$ cat src/rtl/card_wr_pkg.sv
package card_wr_pkg;
  typedef enum logic [1:0] {
    THR_ONE,
    THR_HALF,
    THR_QUARTER,
    THR_BLOCK
  } thr_sel_e;
endpackage

$ cat src/rtl/cwc_start_gate.sv
module cwc_start_gate
  import card_wr_pkg::*;
#(
  parameter int DEPTH  = 16,
  parameter int BLEN_W = 12,
  parameter int LVL_W  = 5
) (
  input  logic              clk_i,
  input  logic              rst_ni,
  input  logic              eager_i,
  input  logic [BLEN_W-1:0] blk_len_i,
  input  logic [LVL_W-1:0]  fifo_lvl_i,
  input  logic              pop_i,
  input  logic              wr_cmd_i,
  input  logic              xfer_act_i,
  output logic              wr_start_o,
  output logic              busy_o,
  output logic              blk_end_o
);
  localparam logic [BLEN_W-1:0] QTR  = BLEN_W'(DEPTH >> 2);
  localparam logic [BLEN_W-1:0] HALF = BLEN_W'(DEPTH >> 1);
  localparam logic [BLEN_W-1:0] TQ   = HALF + QTR;

  thr_sel_e          sel;
  logic [BLEN_W-1:0] thr, len_eff, lvl_ext, pop_cnt_q;
  logic              armed_q, busy_q, start_q, go;

  always_comb begin
    len_eff = (blk_len_i == '0) ? BLEN_W'(1) : blk_len_i;
    lvl_ext = BLEN_W'(fifo_lvl_i);
    if (eager_i)             sel = THR_ONE;
    else if (len_eff >= TQ)   sel = THR_HALF;
    else if (len_eff >= HALF) sel = THR_QUARTER;
    else                      sel = THR_BLOCK;
    case (sel)
      THR_ONE:     thr = BLEN_W'(1);
      THR_HALF:    thr = HALF;
      THR_QUARTER: thr = QTR;
      default:     thr = len_eff;
    endcase
  end

  assign go        = armed_q && xfer_act_i && (lvl_ext >= thr) && !wr_cmd_i;
  assign blk_end_o = busy_q && pop_i && (pop_cnt_q == len_eff - BLEN_W'(1)) && !wr_cmd_i;

  always_ff @(posedge clk_i or negedge rst_ni) begin
    if (!rst_ni) begin
      armed_q   <= 1'b1;
      busy_q    <= 1'b0;
      start_q   <= 1'b0;
      pop_cnt_q <= '0;
    end else if (wr_cmd_i) begin
      armed_q   <= 1'b1;
      busy_q    <= 1'b0;
      start_q   <= 1'b0;
      pop_cnt_q <= '0;
    end else begin
      start_q <= go;
      if (go) begin
        armed_q   <= 1'b0;
        busy_q    <= 1'b1;
        pop_cnt_q <= '0;
      end else if (blk_end_o) begin
        armed_q <= 1'b1;
        busy_q  <= 1'b0;
      end else if (busy_q && pop_i) begin
        pop_cnt_q <= pop_cnt_q + BLEN_W'(1);
      end
    end
  end

  assign wr_start_o = start_q;
  assign busy_o     = busy_q;

  a_r5_single_pulse: assert property (@(posedge clk_i) disable iff (!rst_ni)
    wr_start_o |=> !wr_start_o);
  a_r5_only_in_xfer: assert property (@(posedge clk_i) disable iff (!rst_ni)
    wr_start_o |-> $past(xfer_act_i));
  a_r1_eager_has_data: assert property (@(posedge clk_i) disable iff (!rst_ni)
    (wr_start_o && $past(eager_i)) |-> ($past(fifo_lvl_i) != '0));
  a_r2_half_full: assert property (@(posedge clk_i) disable iff (!rst_ni)
    (wr_start_o && !$past(eager_i) && ($past(blk_len_i) >= TQ)) |-> ($past(lvl_ext) >= HALF));
endmodule

$ cat src/rtl/cwc_blk_sched.sv
module cwc_blk_sched #(
  parameter int BCNT_W = 8
) (
  input  logic              clk_i,
  input  logic              rst_ni,
  input  logic              last_sync_i,
  input  logic [BCNT_W-1:0] blk_cnt_i,
  input  logic              wr_cmd_i,
  input  logic              pend_req_i,
  input  logic              blk_end_i,
  output logic              xfer_act_o,
  output logic              pend_cmd_o
);
  logic [BCNT_W-1:0] cnt_q;
  logic              lsync_q, act_q, pend_q, fire_q, fire;

  assign fire = blk_end_i && pend_q && (!lsync_q || cnt_q == BCNT_W'(1));

  always_ff @(posedge clk_i or negedge rst_ni) begin
    if (!rst_ni) begin
      cnt_q   <= '0;
      lsync_q <= 1'b0;
      act_q   <= 1'b0;
      pend_q  <= 1'b0;
      fire_q  <= 1'b0;
    end else begin
      fire_q <= fire;
      pend_q <= pend_req_i | (pend_q & ~fire);
      if (wr_cmd_i) begin
        cnt_q   <= blk_cnt_i;
        lsync_q <= last_sync_i && (blk_cnt_i != '0);
        act_q   <= 1'b1;
      end else if (blk_end_i && cnt_q != '0) begin
        cnt_q <= cnt_q - BCNT_W'(1);
        if (cnt_q == BCNT_W'(1)) act_q <= 1'b0;
      end
    end
  end

  assign xfer_act_o = act_q;
  assign pend_cmd_o = fire_q;

  a_r10_after_blk_end: assert property (@(posedge clk_i) disable iff (!rst_ni)
    pend_cmd_o |-> $past(blk_end_i));
  a_r11_end_on_blk: assert property (@(posedge clk_i) disable iff (!rst_ni)
    $fell(xfer_act_o) |-> $past(blk_end_i));
  a_r9_final_block: assert property (@(posedge clk_i) disable iff (!rst_ni)
    (pend_cmd_o && $past(lsync_q)) |-> !xfer_act_o);
endmodule

$ cat src/rtl/cwc_flow_err.sv
module cwc_flow_err #(
  parameter int DEPTH = 16,
  parameter int LVL_W = 5
) (
  input  logic             clk_i,
  input  logic             rst_ni,
  input  logic [LVL_W-1:0] fifo_lvl_i,
  input  logic             push_i,
  input  logic             pop_i,
  input  logic             busy_i,
  input  logic             rd_clr_mode_i,
  input  logic             stat_rd_i,
  input  logic             wr_cmd_i,
  input  logic             rd_cmd_i,
  output logic             ovf_o,
  output logic             udf_o
);
  localparam logic [LVL_W-1:0] FULL = LVL_W'(DEPTH);

  logic ovf_q, udf_q, ovf_set, udf_set, clr;

  assign ovf_set = push_i && (fifo_lvl_i == FULL);
  assign udf_set = pop_i && (fifo_lvl_i == '0) && busy_i;
  assign clr     = rd_clr_mode_i ? stat_rd_i : (wr_cmd_i || rd_cmd_i);

  // set wins over a simultaneous clear
  always_ff @(posedge clk_i or negedge rst_ni) begin
    if (!rst_ni) begin
      ovf_q <= 1'b0;
      udf_q <= 1'b0;
    end else begin
      ovf_q <= ovf_set | (ovf_q & ~clr);
      udf_q <= udf_set | (udf_q & ~clr);
    end
  end

  assign ovf_o = ovf_q;
  assign udf_o = udf_q;

  a_r6_ovf_cause: assert property (@(posedge clk_i) disable iff (!rst_ni)
    $rose(ovf_o) |-> ($past(push_i) && $past(fifo_lvl_i) == FULL));
  a_r6_udf_cause: assert property (@(posedge clk_i) disable iff (!rst_ni)
    $rose(udf_o) |-> ($past(pop_i) && $past(busy_i)));
  a_r7_read_clear: assert property (@(posedge clk_i) disable iff (!rst_ni)
    ($fell(ovf_o) && $past(rd_clr_mode_i)) |-> $past(stat_rd_i));
  a_r8_cmd_clear: assert property (@(posedge clk_i) disable iff (!rst_ni)
    ($fell(udf_o) && !$past(rd_clr_mode_i)) |-> $past(wr_cmd_i || rd_cmd_i));
endmodule

$ cat src/rtl/card_wr_ctrl.sv
module card_wr_ctrl #(
  parameter int DEPTH  = 16,
  parameter int BLEN_W = 12,
  parameter int BCNT_W = 8,
  localparam int LVL_W = $clog2(DEPTH) + 1
) (
  input  logic              clk_i,
  input  logic              rst_ni,
  input  logic              cfg_eager_start_i,
  input  logic              cfg_rd_clear_i,
  input  logic              cfg_last_sync_i,
  input  logic [BLEN_W-1:0] blk_len_i,
  input  logic [BCNT_W-1:0] blk_cnt_i,
  input  logic [LVL_W-1:0]  fifo_lvl_i,
  input  logic              push_i,
  input  logic              pop_i,
  input  logic              stat_rd_i,
  input  logic              wr_cmd_i,
  input  logic              rd_cmd_i,
  input  logic              pend_req_i,
  output logic              wr_start_o,
  output logic              pend_cmd_o,
  output logic              ovf_o,
  output logic              udf_o
);
  logic xfer_act, busy, blk_end;

  cwc_start_gate #(.DEPTH(DEPTH), .BLEN_W(BLEN_W), .LVL_W(LVL_W)) u_start (
    .clk_i, .rst_ni,
    .eager_i    (cfg_eager_start_i),
    .blk_len_i,
    .fifo_lvl_i,
    .pop_i,
    .wr_cmd_i,
    .xfer_act_i (xfer_act),
    .wr_start_o,
    .busy_o     (busy),
    .blk_end_o  (blk_end)
  );

  cwc_blk_sched #(.BCNT_W(BCNT_W)) u_sched (
    .clk_i, .rst_ni,
    .last_sync_i (cfg_last_sync_i),
    .blk_cnt_i,
    .wr_cmd_i,
    .pend_req_i,
    .blk_end_i   (blk_end),
    .xfer_act_o  (xfer_act),
    .pend_cmd_o
  );

  cwc_flow_err #(.DEPTH(DEPTH), .LVL_W(LVL_W)) u_flow (
    .clk_i, .rst_ni,
    .fifo_lvl_i,
    .push_i,
    .pop_i,
    .busy_i        (busy),
    .rd_clr_mode_i (cfg_rd_clear_i),
    .stat_rd_i,
    .wr_cmd_i,
    .rd_cmd_i,
    .ovf_o,
    .udf_o
  );
endmodule

$ cat config.mk
export PLATFORM = sky130hd
export DESIGN_NAME = card_wr_ctrl
export DESIGN_NICKNAME = d
export VERILOG_FILES = /design/src/rtl/card_wr_pkg.sv /design/src/rtl/cwc_start_gate.sv /design/src/rtl/cwc_blk_sched.sv /design/src/rtl/cwc_flow_err.sv /design/src/rtl/card_wr_ctrl.sv
export SDC_FILE = /design/constraint.sdc
export NUM_CORES = 1
export LEC_CHECK = 0
export ABC_AREA = 1
export BUFFER_PORTS_ARGS = -buffer_cell sky130_fd_sc_hd__buf_2
export CORE_MARGIN = 5
export CORE_UTILIZATION = 55
export DETAILED_ROUTE_END_ITERATION = 12
export PLACE_DENSITY = 0.81
export SLEW_MARGIN = 20
export SYNTH_ARGS = -nofsm -noshare
export SYNTH_HDL_FRONTEND = slang
export SYNTH_SLANG_ARGS = --single-unit
$ cat constraint.sdc
create_clock -name clk_i -period 5.2 [get_ports clk_i]
set_clock_uncertainty 0.05 [all_clocks]
set_input_delay 1.04 -clock clk_i [delete_from_list [all_inputs] [get_ports clk_i]]
set_output_delay 1.04 -clock clk_i [all_outputs]
set_load 0.01 [all_outputs]
Word-level counts from Yosys, hierarchy flattened
Index checks and enable logic that the tools add are counted.
{"block": "word_totals", "reg_bits": 29, "latch_bits": 0, "ram_bits": 0, "mem_bits_ro": 0, "input_bits": 36, "out_inout_bits": 4, "word_cells": 81, "mem_count": 0}
{"block": "op_classes", "n_addsub": 3, "multipliers": 0, "n_div": 0, "n_lt_le_gt_ge": 3, "n_eq_ne": 6, "shifts": 0, "mux": 22, "bitwise_logic": 8, "n_reduce_logical": 28}
{"cell": "12-bit 2-to-1 mux", "n": 5}
{"cell": "12-bit case mux with 3 select lines", "n": 1}
{"cell": "12-bit by 4-bit >= comparator with 1-bit output (second input constant)", "n": 2}
{"cell": "8-bit 2-to-1 mux", "n": 2}
{"cell": "8-bit nonzero test", "n": 2}
{"cell": "1-bit logical AND", "n": 13}
{"cell": "12-bit by 1-bit adder with 12-bit output (second input constant)", "n": 1}
{"cell": "12-bit == test", "n": 1}
{"cell": "5-bit by 12-bit >= comparator with 1-bit output", "n": 1}
{"cell": "12-bit logical NOT", "n": 1}
{"cell": "1-bit 2-to-1 mux", "n": 12}
{"cell": "12-bit by 1-bit subtractor with 12-bit output (second input constant)", "n": 1}
{"cell": "8-bit by 1-bit == test with 1-bit output (second input constant)", "n": 1}
{"cell": "8-bit by 1-bit subtractor with 8-bit output (second input constant)", "n": 1}
{"cell": "3-bit nonzero test", "n": 2}
{"cell": "5-bit == test (second input constant)", "n": 1}
{"cell": "5-bit logical NOT", "n": 1}
{"cell": "2-bit 2-to-1 mux", "n": 2}
{"cell": "2-bit AND reduction", "n": 2}
{"cell": "2-bit nonzero test", "n": 2}
{"cell": "1-bit AND", "n": 3}
{"cell": "3-bit inequality test (second input constant)", "n": 1}
{"cell": "1-bit OR", "n": 3}
{"cell": "2-bit by 1-bit == test with 1-bit output (second input constant)", "n": 1}
{"cell": "5 further kinds", "n": 8}

Logic depth before layout (Yosys ltp)
{"block": "logic_depth", "word_depth": 13, "ltp_mapped": 23, "depth_no_buf": 22}

Hierarchy
A second synthesis with hierarchy kept.
{"block": "hier_totals", "hier_cells": 412, "hier_area_um2": 2697.6}
{"mod": "cwc_start_gate", "instances": 1, "cells_per_inst": 277, "area_each_um2": 1761.7, "seq_area_each_um2": 376.6}
{"mod": "cwc_blk_sched", "instances": 1, "cells_per_inst": 111, "area_each_um2": 797.0, "seq_area_each_um2": 300.3}
{"mod": "cwc_flow_err", "instances": 1, "cells_per_inst": 24, "area_each_um2": 138.9, "seq_area_each_um2": 50.0}

Least setup slack after synthesis
Ideal clock, no wire load.
{"block": "synth_path", "path_kind": "input port to flip-flop", "start": "in blk_len_i[0]", "end": "reg u_start.pop_cnt_q[8]", "setup_ps": 118, "t_arrival_ps": 3176, "required_time_ps": 5032, "path_slack_ps": 1856, "stages": 20, "path_cell_list": "inv_1 -> nand2_1 -> nor2_1 -> nand2_2 -> nand2_1 -> inv_1 -> o31ai_1 -> ha_1 -> inv_1 -> a21oi_1 -> o21ai_0 -> a21oi_1 -> nand2_1 -> nand3_1 -> nand2_1 -> inv_1 -> nand2_4 -> buf_6 -> nand2_2 -> o21ai_2"}
{"block": "synth_via", "elab_chain_len": 13, "word_cells_on_any_way": 23, "cone_classes": "add/sub (1); order compare (3); eq/ne (4); mux (7); reduce/logical (8)"}
{"element": "start, declared", "line_no": "card_wr_ctrl.sv:12", "source": "input logic [BLEN_W-1:0] blk_len_i,"}
{"element": "12-bit logical NOT", "line_no": "cwc_start_gate.sv:29", "source": "len_eff = (blk_len_i == '0) ? BLEN_W'(1) : blk_len_i;"}
{"element": "12-bit 2-to-1 mux (*)", "line_no": "cwc_start_gate.sv:29"}
{"element": "12-bit by 4-bit >= comparator with 1-bit output", "line_no": "cwc_start_gate.sv:33", "source": "else if (len_eff >= HALF) sel = THR_QUARTER;"}
{"element": "1-bit 2-to-1 mux", "line_no": "cwc_start_gate.sv:33"}
{"element": "2-bit 2-to-1 mux", "line_no": "cwc_start_gate.sv:32", "source": "else if (len_eff >= TQ) sel = THR_HALF;"}
{"element": "2-bit 2-to-1 mux", "line_no": "cwc_start_gate.sv:31", "source": "if (eager_i) sel = THR_ONE;"}
{"element": "2-bit == test, or another cell as far along", "line_no": "cwc_start_gate.sv:35", "source": "case (sel)"}
{"element": "12-bit case mux with 3 select lines", "line_no": "cwc_start_gate.sv:35"}
{"element": "5-bit by 12-bit >= comparator with 1-bit output", "line_no": "cwc_start_gate.sv:43", "source": "assign go = armed_q && xfer_act_i && (lvl_ext >= thr) && !wr_cmd_i;"}
{"element": "1-bit logical AND (2 in series)", "line_no": "cwc_start_gate.sv:43"}
{"element": "3-bit inequality test (no line), or another cell as far along"}
{"element": "2-bit AND reduction (no line) / 12-bit 2-to-1 mux (equally long branches)"}
{"element": "end signal, assigned", "line_no": "cwc_start_gate.sv:67", "source": "pop_cnt_q <= pop_cnt_q + BLEN_W'(1);"}
{"element": "end, declared", "line_no": "cwc_start_gate.sv:25", "source": "logic [BLEN_W-1:0] thr, len_eff, lvl_ext, pop_cnt_q;"}
Every way passes the cells marked *; elsewhere a longest branch is shown, timed or not.
A chain may end at the register's enable or synchronous reset.

Worst setup path in the final report
{"block": "layout_path", "start": "in blk_len_i[7]", "end": "reg u_start.pop_cnt_q[3]"}
Same word-level chain as after synthesis.

==> flow_metrics.tcl <==
set metrics [dict create \
    drcViolationCount 0 \
    grt_pass1_wl_mm 11.3 \
    timing.setup.tns_ps 0 \
    r2r_cells 11 \
    yosys.area_share.xor_xnor 0.0293 \
    overflow 0 \
    synth_nets 473 \
    hold_path_depth 2 \
    post_cts_buffers 0 \
    ant_nets 0 \
    p_per_area_mw_per_mm2 198 \
    tightestPinTransition_ps 879 \
    fin_crit_ps 3590 \
    finalSetupViolCount 0 \
    grt_pass1_vias 2636 \
    avgSynthCellArea_um2 6.30 \
    power_leakage_nw 1.68 \
    synthFlopType "dfrtp_1" \
    io_buffers 39 \
    cts_buffer_depth 2 \
    fp.dieH_um 80.0 \
    yosysWarnings 0 \
    max_slew_margin 0.414 \
    synth_top_family_by_area "simple AND/OR/NAND/NOR gates" \
    routed_wl_mm 6.52 \
    synth_area_leaders "dfrtp_1, nand2_1, nand3_1" \
    cts.reportedPaths.clkPinSlew_ps 60 \
    clock-sinks 29 \
    hold_path_class "reg -> reg" \
    design_area_mm2 0.00303 \
    cts_hold_buf 0 \
    hpwl_mm 5.23 \
    final-hold-violation-count 0 \
    antenna_found_initial 0 \
    vias_per_cell 5.29 \
    period_share 0.691 \
    ios 40 \
    synth_compound_area_frac 0.0702 \
    ys_ff_latch 29 \
    crit_arrival_ps 3710 \
    ys_async_sr_fraction 1.00 \
    cts_tree "done" \
    yosysTopAreaCell "dfrtp_1" \
    gp_congestion 0.888 \
    cts_made_buffers 5 \
    first_pass_iters 4 \
    grt_max_degree 30 \
    syn_inst 427 \
    synth-adder-area-share 0.0465 \
    critPathMaxFanout 13 \
    diodes 0 \
    cts_max_level 2 \
    clk_latency_ps 290 \
    peakVddDrop_mv 0.125 \
    cts_resized 0 \
    grt_setup_unrepaired "no" \
    synth_top_area_share 0.260 \
    syn2layout_area_growth_pct 12.6 \
    synthSimpleGateAreaFrac 0.479 \
    critPathCaptureType "flop" \
    wl_per_cell_um 12.2 \
    drive_above_1_share 0.165 \
    syn_area_mm2 0.00269 \
    ys_seq_area_frac 0.270 \
    cap_viol_max_count 0 \
    start_util 0.570 \
    coreArea_mm2 0.00472 \
    track_usage 0.220 \
    synth_edf_count 0 \
    die_area_mm2 0.00639 \
    required_ps 5320 \
    worstSetupPathType "in -> reg" \
    cp-start-kind "primary input" \
    slew_viol_final 0 \
    dpl_cell_area_mm2 0.00294 \
    synth_cell_types 36 \
    clock-root-buffer "clkbuf_8" \
    drt_iter0_drc 170 \
    synth_mux_area_frac 0 \
    status "completed" \
    vias 2831 \
    die_w_um 80.0 \
    layout.nets 513 \
    num_rows 25 \
    fmax_mhz 278 \
]
power by group:
part	internal [mW]	total (mW)	leakage [nW]	switching (mW)
combinational	0.0528	0.152	1.26	0.0993
sequential	0.241	0.255	0.374	0.0139
clock	0.108	0.195	0.0455	0.0868
worst max-delay path: stages:
cell and delay [ps]:
buf_2 120, nor2_1 170, nand2_2 120, nor2_4 120
nand2_2 100, nand2_1 110, inv_1 60, o31ai_1 200
ha_1 180, inv_1 40, a21oi_1 100, o21ai_0 90
a21oi_1 130, nand2_1 60, nand3_1 280, nand2_1 160
inv_1 280, nand2_4 190, nand2_1 120, o21ai_2 50
cells in the mapped netlist (all sizes together) (2+ instances only):
cell type  count
inv           66
nand2        141
buf            2
clkbuf         4
nor2          55
dfrtp         28
nand3b         4
nor3           5
nand4         12
a21oi          8
nor4           2
ha            10
o21ai         17
xnor2          3
or2            2
nand3         53
xor2           6
kinds of logic after synthesis:
group	count (synthesis)
fa+ha+maj	10
compound gates	31
other cells	1
flops	29
buf+inv	72
simple gates	275
xor+xnor	9
placed cells by master, fill, tap and decap left out, types with 4 or more instances in the layout:
master,Yosys,final
o21ai_2,5,5
o21ai_0,10,10
nand2_1,129,129
xor2_1,6,6
dfrtp_1,28,28
a21oi_1,8,8
clkbuf_8,0,6
nor2_1,46,46
nand3_1,51,51
nor2_2,4,4
nand2_2,9,9
nor2_4,5,5
buf_2,0,39
nor3_1,5,5
nand4_1,11,11
inv_1,66,66
ha_1,10,10
nand3b_1,4,4
registers in the layout, summed over array words and instances, names as in the netlist:
register            count
u_sched.lsync_q         1
u_flow.ovf_o            1
u_sched.xfer_act_o      1
u_flow.udf_o            1
u_start.wr_start_o      1
u_sched.cnt_q           8
u_sched.pend_cmd_o      1
u_start.busy_o          1
u_start.pop_cnt_q      12
u_start.armed_q         1
u_sched.pend_q          1
layout make-up:
cell class                      count  area, um^2
Timing Repair Buffer               39         195
Clock buffer                        8        90.1
Multi-Input combinational cell    326        1690
Fill cell                         453        1690
Tap cell                           67        83.8
Inverter                           66         248
Sequential cell                    29         727
through the flow:
stage	setup slack, ps	power (mW)	hold WS [ps]	util	cells
3_3_place_gp	1470	0.405	411	0.623	527
4_1_cts	1620	0.603	444	0.642	535
3_5_place_dp	1320	0.409	425	0.623	527
5_1_grt	1220	0.638	491	0.642	535
2_1_floorplan	1860	0.363	392	-	427
6_report	1610	0.601	442	0.642	535
routing by layer:
metal / track usage / up-vias / part of all wire
li1: - / 1433 / -
met4: 0.0676 / 0 / 0.019
met3: 0.0440 / 16 / 0.066
met5: 0 / - / 0
met1: 0.279 / 1264 / 0.45
met2: 0.373 / 118 / 0.47
worst paths after layout:
| path | from | endpoint | slack, ps |
|---|---|---|---|
| max | blk_len_i[7] | u_start.pop_cnt_q[3] | 1610 |
| min | u_sched.pend_q | u_sched.pend_q | 440 |
| max reg2reg | u_start.pop_cnt_q[5] | u_sched.cnt_q[6] | 3250 |
| min reg2reg | u_sched.pend_q | u_sched.pend_q | 440 |
| max in group asynchronous | rst_ni | u_start.pop_cnt_q[10] | 3930 |
| min in group asynchronous | rst_ni | u_sched.cnt_q[2] | 720 |
Power figures use the tool's default switching activity.
